### config.mk
export PLATFORM = sky130hd
export DESIGN_NAME = invrange_top
export DESIGN_NICKNAME = d
export VERILOG_FILES = /design/src/rtl/invrange_pkg.sv /design/src/rtl/invrange_decode.sv /design/src/rtl/invrange_window.sv /design/src/rtl/invrange_hold.sv /design/src/rtl/invrange_top.sv
export SDC_FILE = /design/constraint.sdc
export NUM_CORES = 1
export LEC_CHECK = 0
export BUFFER_PORTS_ARGS = -buffer_cell sky130_fd_sc_hd__buf_2
export CORE_MARGIN = 8
export CORE_UTILIZATION = 55
export CTS_BUF_LIST = sky130_fd_sc_hd__clkbuf_4 sky130_fd_sc_hd__clkbuf_8
export DETAILED_ROUTE_END_ITERATION = 8
export GPL_ROUTABILITY_DRIVEN = 1
export PLACE_DENSITY = 0.84
export SYNTH_ARGS = -nofsm -noshare
export SYNTH_HDL_FRONTEND = slang
export SYNTH_SLANG_ARGS = --single-unit
### constraint.sdc
create_clock -name clk -period 11.62 [get_ports clk]
set_input_delay 1.743 -clock clk [delete_from_list [all_inputs] [get_ports clk]]
set_output_delay 1.743 -clock clk [all_outputs]
set_load 0.005 [all_outputs]
### src/rtl/invrange_pkg.sv
package invrange_pkg;

    localparam int SEL_W = 6;

    localparam logic [SEL_W-1:0] SEL_FIX_FIRST = 6'h20;
    localparam logic [SEL_W-1:0] SEL_DEFTYPE   = 6'h30;
    localparam logic [SEL_W-1:0] SEL_PAGEATTR  = 6'h31;

    localparam int FIX_SEGS = 3;

    typedef enum logic [2:0] {
        CLS_NONE,
        CLS_VAR,
        CLS_FIXED,
        CLS_DEFTYPE,
        CLS_PAGEATTR
    } reg_class_e;

    typedef struct packed {
        reg_class_e cls;
        logic [1:0] seg;
        logic [2:0] unit;
    } reg_decode_t;

    // number of 8-sub-range units in a fixed segment
    function automatic int fix_seg_units(input int s);
        case (s)
            0:       return 1;
            1:       return 2;
            default: return 8;
        endcase
    endfunction

    // selector offset (from SEL_FIX_FIRST) of a segment's first unit
    function automatic int fix_seg_first(input int s);
        int acc = 0;
        for (int k = 0; k < s; k++) acc += fix_seg_units(k);
        return acc;
    endfunction

    // first frame of a segment
    function automatic logic [7:0] fix_seg_start_pfn(input int s);
        case (s)
            0:       return 8'h00;
            1:       return 8'h80;
            default: return 8'hC0;
        endcase
    endfunction

    // frames per unit: 8 sub-ranges of 64K, 16K, 4K -> 8 << (4 - 2*s)
    function automatic logic [7:0] fix_unit_pfn(input int s);
        return 8'(8 << (4 - 2 * s));
    endfunction

endpackage

### src/rtl/invrange_decode.sv
module invrange_decode
    import invrange_pkg::*;
#(
    parameter int NVAR = 8
) (
    input  logic             clk,
    input  logic             rst,
    input  logic             wr_valid,
    input  logic [SEL_W-1:0] wr_sel,
    input  logic             glob_en,
    input  logic             fix_en,
    input  logic             nested_on,
    input  logic             ncdma_present,
    output reg_decode_t      dec,
    output logic             issue
);
    localparam int VAR_SELS = 2 * NVAR;

    logic path_ok;
    logic class_ok;

    always_comb begin
        int off_i;
        dec   = '{cls: CLS_NONE, seg: 2'd0, unit: 3'd0};
        off_i = int'(wr_sel) - int'(SEL_FIX_FIRST);
        if (int'(wr_sel) < VAR_SELS) begin
            dec.cls = CLS_VAR;
        end else if (wr_sel == SEL_DEFTYPE) begin
            dec.cls = CLS_DEFTYPE;
        end else if (wr_sel == SEL_PAGEATTR) begin
            dec.cls = CLS_PAGEATTR;
        end else begin
            for (int s = 0; s < FIX_SEGS; s++) begin
                if (off_i >= fix_seg_first(s) &&
                    off_i < fix_seg_first(s) + fix_seg_units(s)) begin
                    dec.cls  = CLS_FIXED;
                    dec.seg  = 2'(s);
                    dec.unit = 3'(off_i - fix_seg_first(s));
                end
            end
        end
    end

    always_comb begin
        path_ok = nested_on && ncdma_present;
        case (dec.cls)
            CLS_VAR:     class_ok = glob_en;
            CLS_FIXED:   class_ok = glob_en && fix_en;
            CLS_DEFTYPE: class_ok = 1'b1;
            default:     class_ok = 1'b0;
        endcase
        issue = wr_valid && path_ok && class_ok;
    end

    assert_pageattr_silent_R2: assert property (@(posedge clk) disable iff (rst)
        (wr_sel == SEL_PAGEATTR) |-> !issue);
    assert_qualifiers_R2: assert property (@(posedge clk) disable iff (rst)
        issue |-> (nested_on && ncdma_present && wr_valid));
    assert_global_off_R3: assert property (@(posedge clk) disable iff (rst)
        (issue && !glob_en) |-> (wr_sel == SEL_DEFTYPE));
    assert_fixed_gate_R4: assert property (@(posedge clk) disable iff (rst)
        (issue && dec.cls == CLS_FIXED) |-> fix_en);

endmodule

### src/rtl/invrange_window.sv
module invrange_window
    import invrange_pkg::*;
#(
    parameter int ADDR_W = 40,
    localparam int PFN_W = ADDR_W - 12,
    localparam int END_W = PFN_W + 1
) (
    input  logic              clk,
    input  logic              rst,
    input  logic              issue,
    input  reg_decode_t       dec,
    input  logic [ADDR_W-1:0] var_base,
    input  logic [ADDR_W-1:0] var_mask,
    output logic [PFN_W-1:0]  start_pfn,
    output logic [END_W-1:0]  end_pfn
);
    logic [PFN_W-1:0] base_frame;
    logic [PFN_W-1:0] mask_frame;
    logic [PFN_W-1:0] fix_start;
    logic [PFN_W-1:0] fix_len;

    assign base_frame = var_base[ADDR_W-1:12];
    assign mask_frame = var_mask[ADDR_W-1:12];

    always_comb begin
        logic [10:0] prod;
        prod      = 11'(dec.unit) * 11'(fix_unit_pfn(int'(dec.seg)));
        fix_start = PFN_W'(fix_seg_start_pfn(int'(dec.seg))) + PFN_W'(prod);
        fix_len   = PFN_W'(fix_unit_pfn(int'(dec.seg)));
    end

    always_comb begin
        case (dec.cls)
            CLS_VAR: begin
                start_pfn = base_frame;
                end_pfn   = {1'b0, base_frame | ~mask_frame} + END_W'(1);
            end
            CLS_FIXED: begin
                start_pfn = fix_start;
                end_pfn   = {1'b0, fix_start} + {1'b0, fix_len};
            end
            CLS_DEFTYPE: begin
                start_pfn = '0;
                end_pfn   = {1'b0, {PFN_W{1'b1}}};
            end
            default: begin
                start_pfn = '0;
                end_pfn   = '0;
            end
        endcase
    end

    assert_window_order_R7: assert property (@(posedge clk) disable iff (rst)
        issue |-> ({1'b0, start_pfn} < end_pfn));
    assert_fixed_low_mb_R5: assert property (@(posedge clk) disable iff (rst)
        (issue && dec.cls == CLS_FIXED) |-> (end_pfn <= END_W'(256)));

endmodule

### src/rtl/invrange_hold.sv
module invrange_hold #(
    parameter int PFN_W = 28,
    localparam int END_W = PFN_W + 1
) (
    input  logic             clk,
    input  logic             rst,
    input  logic             new_req,
    input  logic [PFN_W-1:0] new_start,
    input  logic [END_W-1:0] new_end,
    input  logic             ready,
    output logic             valid,
    output logic [PFN_W-1:0] start_q,
    output logic [END_W-1:0] end_q
);
    logic merge;
    assign merge = valid && !ready;

    always_ff @(posedge clk) begin
        if (rst) begin
            valid   <= 1'b0;
            start_q <= '0;
            end_q   <= '0;
        end else if (new_req) begin
            valid <= 1'b1;
            if (merge) begin
                start_q <= (new_start < start_q) ? new_start : start_q;
                end_q   <= (new_end > end_q) ? new_end : end_q;
            end else begin
                start_q <= new_start;
                end_q   <= new_end;
            end
        end else if (ready) begin
            valid <= 1'b0;
        end
    end

    assert_hold_stable_R9: assert property (@(posedge clk) disable iff (rst)
        (valid && !ready && !new_req) |=> (valid && $stable(start_q) && $stable(end_q)));
    assert_drain_R10: assert property (@(posedge clk) disable iff (rst)
        (valid && ready && !new_req) |=> !valid);
    assert_merge_widens_R11: assert property (@(posedge clk) disable iff (rst)
        (valid && !ready && new_req) |=>
            (valid && start_q <= $past(start_q) && end_q >= $past(end_q)));
    assert_request_lands_R9: assert property (@(posedge clk) disable iff (rst)
        new_req |=> valid);

endmodule

### src/rtl/invrange_top.sv
module invrange_top
    import invrange_pkg::*;
#(
    parameter int ADDR_W = 40,
    parameter int NVAR   = 8,
    localparam int PFN_W = ADDR_W - 12,
    localparam int END_W = PFN_W + 1
) (
    input  logic              clk,
    input  logic              rst,
    input  logic              wr_valid,
    input  logic [SEL_W-1:0]  wr_sel,
    input  logic              glob_en,
    input  logic              fix_en,
    input  logic [ADDR_W-1:0] var_base,
    input  logic [ADDR_W-1:0] var_mask,
    input  logic              nested_on,
    input  logic              ncdma_present,
    input  logic              inv_ready,
    output logic              inv_valid,
    output logic [PFN_W-1:0]  inv_start_pfn,
    output logic [END_W-1:0]  inv_end_pfn
);
    reg_decode_t      dec;
    logic             issue;
    logic [PFN_W-1:0] win_start;
    logic [END_W-1:0] win_end;

    invrange_decode #(.NVAR(NVAR)) u_decode (
        .clk           (clk),
        .rst           (rst),
        .wr_valid      (wr_valid),
        .wr_sel        (wr_sel),
        .glob_en       (glob_en),
        .fix_en        (fix_en),
        .nested_on     (nested_on),
        .ncdma_present (ncdma_present),
        .dec           (dec),
        .issue         (issue)
    );

    invrange_window #(.ADDR_W(ADDR_W)) u_window (
        .clk       (clk),
        .rst       (rst),
        .issue     (issue),
        .dec       (dec),
        .var_base  (var_base),
        .var_mask  (var_mask),
        .start_pfn (win_start),
        .end_pfn   (win_end)
    );

    invrange_hold #(.PFN_W(PFN_W)) u_hold (
        .clk       (clk),
        .rst       (rst),
        .new_req   (issue),
        .new_start (win_start),
        .new_end   (win_end),
        .ready     (inv_ready),
        .valid     (inv_valid),
        .start_q   (inv_start_pfn),
        .end_q     (inv_end_pfn)
    );

    assert_reset_idle_R1: assert property (@(posedge clk)
        $past(rst) |-> !inv_valid);

endmodule

==> run_results.csv <==
group,metric,value,unit
sta,rsz0062_at_grt,"false",
sta,worst_clock_skew,0.0106,ns
setup_path,r2r_slack,8.46,ns
floorplan,io_pins,152,
placement,dp_hpwl,12.1,mm
pwr,p_per_area,93.1,nW/um2
clocking,clk_pin_slew_worst_paths,0.07,ns
synthesis,syn_inst,666,
global_route,grt_usage,0.231,
sta,whs,0.481,ns
routing,avgViaCountPerCell,5.85,
placement,dp_cells,880,
setup_path,crit_arrival,7.63,ns
global_route,met3_usage,0.0431,
routing,drc_errors,0,
global_route,grtUsageMet2,0.403,
setup_path,crit_type,"in2reg",
floorplan,coreArea,9200,um2
floorplan,dieWidth,113,um
synthesis,ys_top_cells_by_area,"dfxtp_1 (22%), ha_1 (17%), nor2_1 (5.4%)",
clocking,post_cts_buffers,0,
pwr,leakage,0.00304,uW
routing,wirelength,15.1,mm
clocking,cts_sinks,58,
sta,finalHoldViolations,0,
setup_path,crit_required,11.87,ns
global_route,met1_usage,0.267,
synthesis,synth.ff_latch_count,58,
sta,slew_headroom,0.506,
floorplan,die_h,113,um
sta,fin_setup_tns,0,ns
synthesis,synth.distinct_cells,57,
routing,wl_per_cell,16.8,um
routing,drt_iter0_drc,247,
placement,gp_congestion,0.928,
synthesis,syn_nets,832,
sta,max_freq,136,MHz
synthesis,yosysTopAreaCell,"dfxtp_1",
sta,setup-violations-final,0,
finish,area_growth,18.4,%
clocking,cts_root_buf,"clkbuf_8",
global_route,grt.busiest_layer,"met2",
sta,finalWorstPathRequiredPeriod,7.38,ns
sta,worst_pin_slew,0.722,ns
routing,final_antenna_net_count,0,
clocking,cts_made_buffers,9,
floorplan,fp.dieArea,12800,um2
setup_path,worstPathMaxFanout,43,
synthesis,synth_top_cell_area_share,0.224,
finish,fill_cells,814,
synthesis,yosysSeqAreaShare,0.224,
clocking,clock_path_buffers,2,
run,cap_violations,0,
clocking,h-tree-depth,3,
clocking,clk_latency,0.34,ns
floorplan,initial_core_util,0.565,
finish,fin_cells,897,
routing,vias,5246,
setup_path,critPathLaunchType,"primary input",
synthesis,async_flop_share,0,
synthesis,yosys_most_used_dff,"dfxtp_1",
placement,io_buffers,127,
synthesis,postSynthAreaPerCell,7.80,um2
global_route,grt_pass1_vias,5334,
setup_path,cp_slowest_cell,"o311ai_0",
clocking,ctsHoldBuffers,0,
clocking,cts_resized,0,
routing,drtPass1Iterations,4,
worst_hold_path,worst_hold_path_type,"reg2reg",
floorplan,rows,35,
global_route,gr-total-overflow,0,
clocking,cts_tree,"done",
global_route,grt_pass1_wl,24.3,mm
global_route,grt_max_degree,53,
sta,period_share,0.635,
status,status,"finished clean",
finish,drive_gt1_frac,0.206,
global_route,antenna_found_initial,2,
setup_path,max_stage_delay,0.58,ns
synthesis,synth_area,5190,um2
sta,drv_slew,0,
setup_path,critPathCaptureType,"register",
finish,nets,946,
synthesis,synth_edf_count,0,
synthesis,ys.warnings.count,0,
pwr,peakVddDrop,0.0560,mV
## kinds of logic (layout without fill, tap and decap cells)
group	after synthesis	in the layout	synth area share
AND/OR/NAND/NOR	246	246	0.251
AO/OA/AOI/OAI	146	146	0.198
buffers and inverters	101	220	0.0747
adder cells (fa/ha/maj)	72	72	0.176
flip-flops	58	58	0.224
XOR/XNOR	21	21	0.0354
multiplexers	21	21	0.0405
other	1	2	0.000722
## layout make-up
cell class,count,area [um2],share of cell area
multi-input combinational,507,3640,0.593
inverter,72,270,0.0440
sequential,58,1160,0.189
tap,111,139,0.0226
antenna,1,2.50,0.000407
clock buffer,12,159,0.0259
timing repair buffer,132,673,0.110
clock inverter,4,97.6,0.0159
## per-stage QoR
step	utilization	total power, uW	worst slack (ns)	cell area (um2)
after global placement	0.640	327	4.05	5890
after floorplan	-	291	5.10	5190
after global routing	0.668	598	3.73	6150
after detailed placement	0.640	331	3.88	5890
after CTS	0.668	574	4.24	6140
final	0.668	572	4.24	6150
## state kept, by name (all words and copies together) (netlist names)
name	cells
u_hold.end_q	29
u_hold.start_q	28
u_hold.valid	1
## worst paths after layout
kind / startpoint / to / depth (start not counted)
setup reg to reg: u_hold.start_q[1]$_SDFFE_PP0P_ / u_hold.start_q[10]$_SDFFE_PP0P_ / 9
hold reg to reg: u_hold.end_q[15]$_SDFFE_PP0P_ / u_hold.end_q[15]$_SDFFE_PP0P_ / 2
setup / recovery: wr_sel[0] / u_hold.end_q[9]$_SDFFE_PP0P_ / 26
hold / removal: u_hold.end_q[15]$_SDFFE_PP0P_ / u_hold.end_q[15]$_SDFFE_PP0P_ / 2
## cell usage after synthesis, types with 7 or more instances
cell      count
a21o_1       11
xnor2_1      13
mux2i_1      21
xor2_1        8
dfxtp_1      58
clkbuf_1     20
nor2b_1      15
nand2_1      39
nand3_1      12
inv_1        71
nand4_1      17
nor2_1       75
buf_2         7
and2_1       22
nor3_1       14
a211oi_1     29
o21ai_0      21
o31ai_1      11
ha_1         70
nand2b_1     21
a31oi_1       7
a21oi_1      26
## critical path, delay by kind of cell
| family | cells | cell delay [ns] |
|---|---|---|
| muxes | 1 | 0.22 |
| xor gates and xnor gates | 1 | 0.35 |
| buffers and inverters | 6 | 0.85 |
| adders and majority gates | 6 | 1.62 |
| and+or+nand+nor | 4 | 0.52 |
| AOI/OAI and AO/OA | 8 | 2.31 |
## placed cells by master (no fill, tap or decap), types with 12 or more instances in the layout
master,instances
mux2i_1,21
nor2_1,75
o21ai_0,21
ha_1,70
a211oi_1,29
nand2_1,39
and2_1,22
a21oi_1,26
buf_2,127
inv_1,71
nand4_1,17
nand3_1,12
dfxtp_1,58
xnor2_1,13
nor3_1,14
nor2b_1,15
nand2b_1,21
## report_power, final
group | leakage [uW] | switching, uW | internal (uW)
registers | 0.000468 | 1.30 | 201
clock network | 0.000126 | 85.5 | 157
logic | 0.00245 | 74.3 | 52.9
total | 0.00304 | 161 | 411
## routing by layer
| layer | wire (um) | part of all wire |
|---|---|---|
| met5 | 13 | 0.00086 |
| met3 | 918 | 0.061 |
| met4 | 335 | 0.022 |
| met1 | 6430 | 0.43 |
| met2 | 7380 | 0.49 |
No activity file was read; power rests on OpenSTA's default activity.
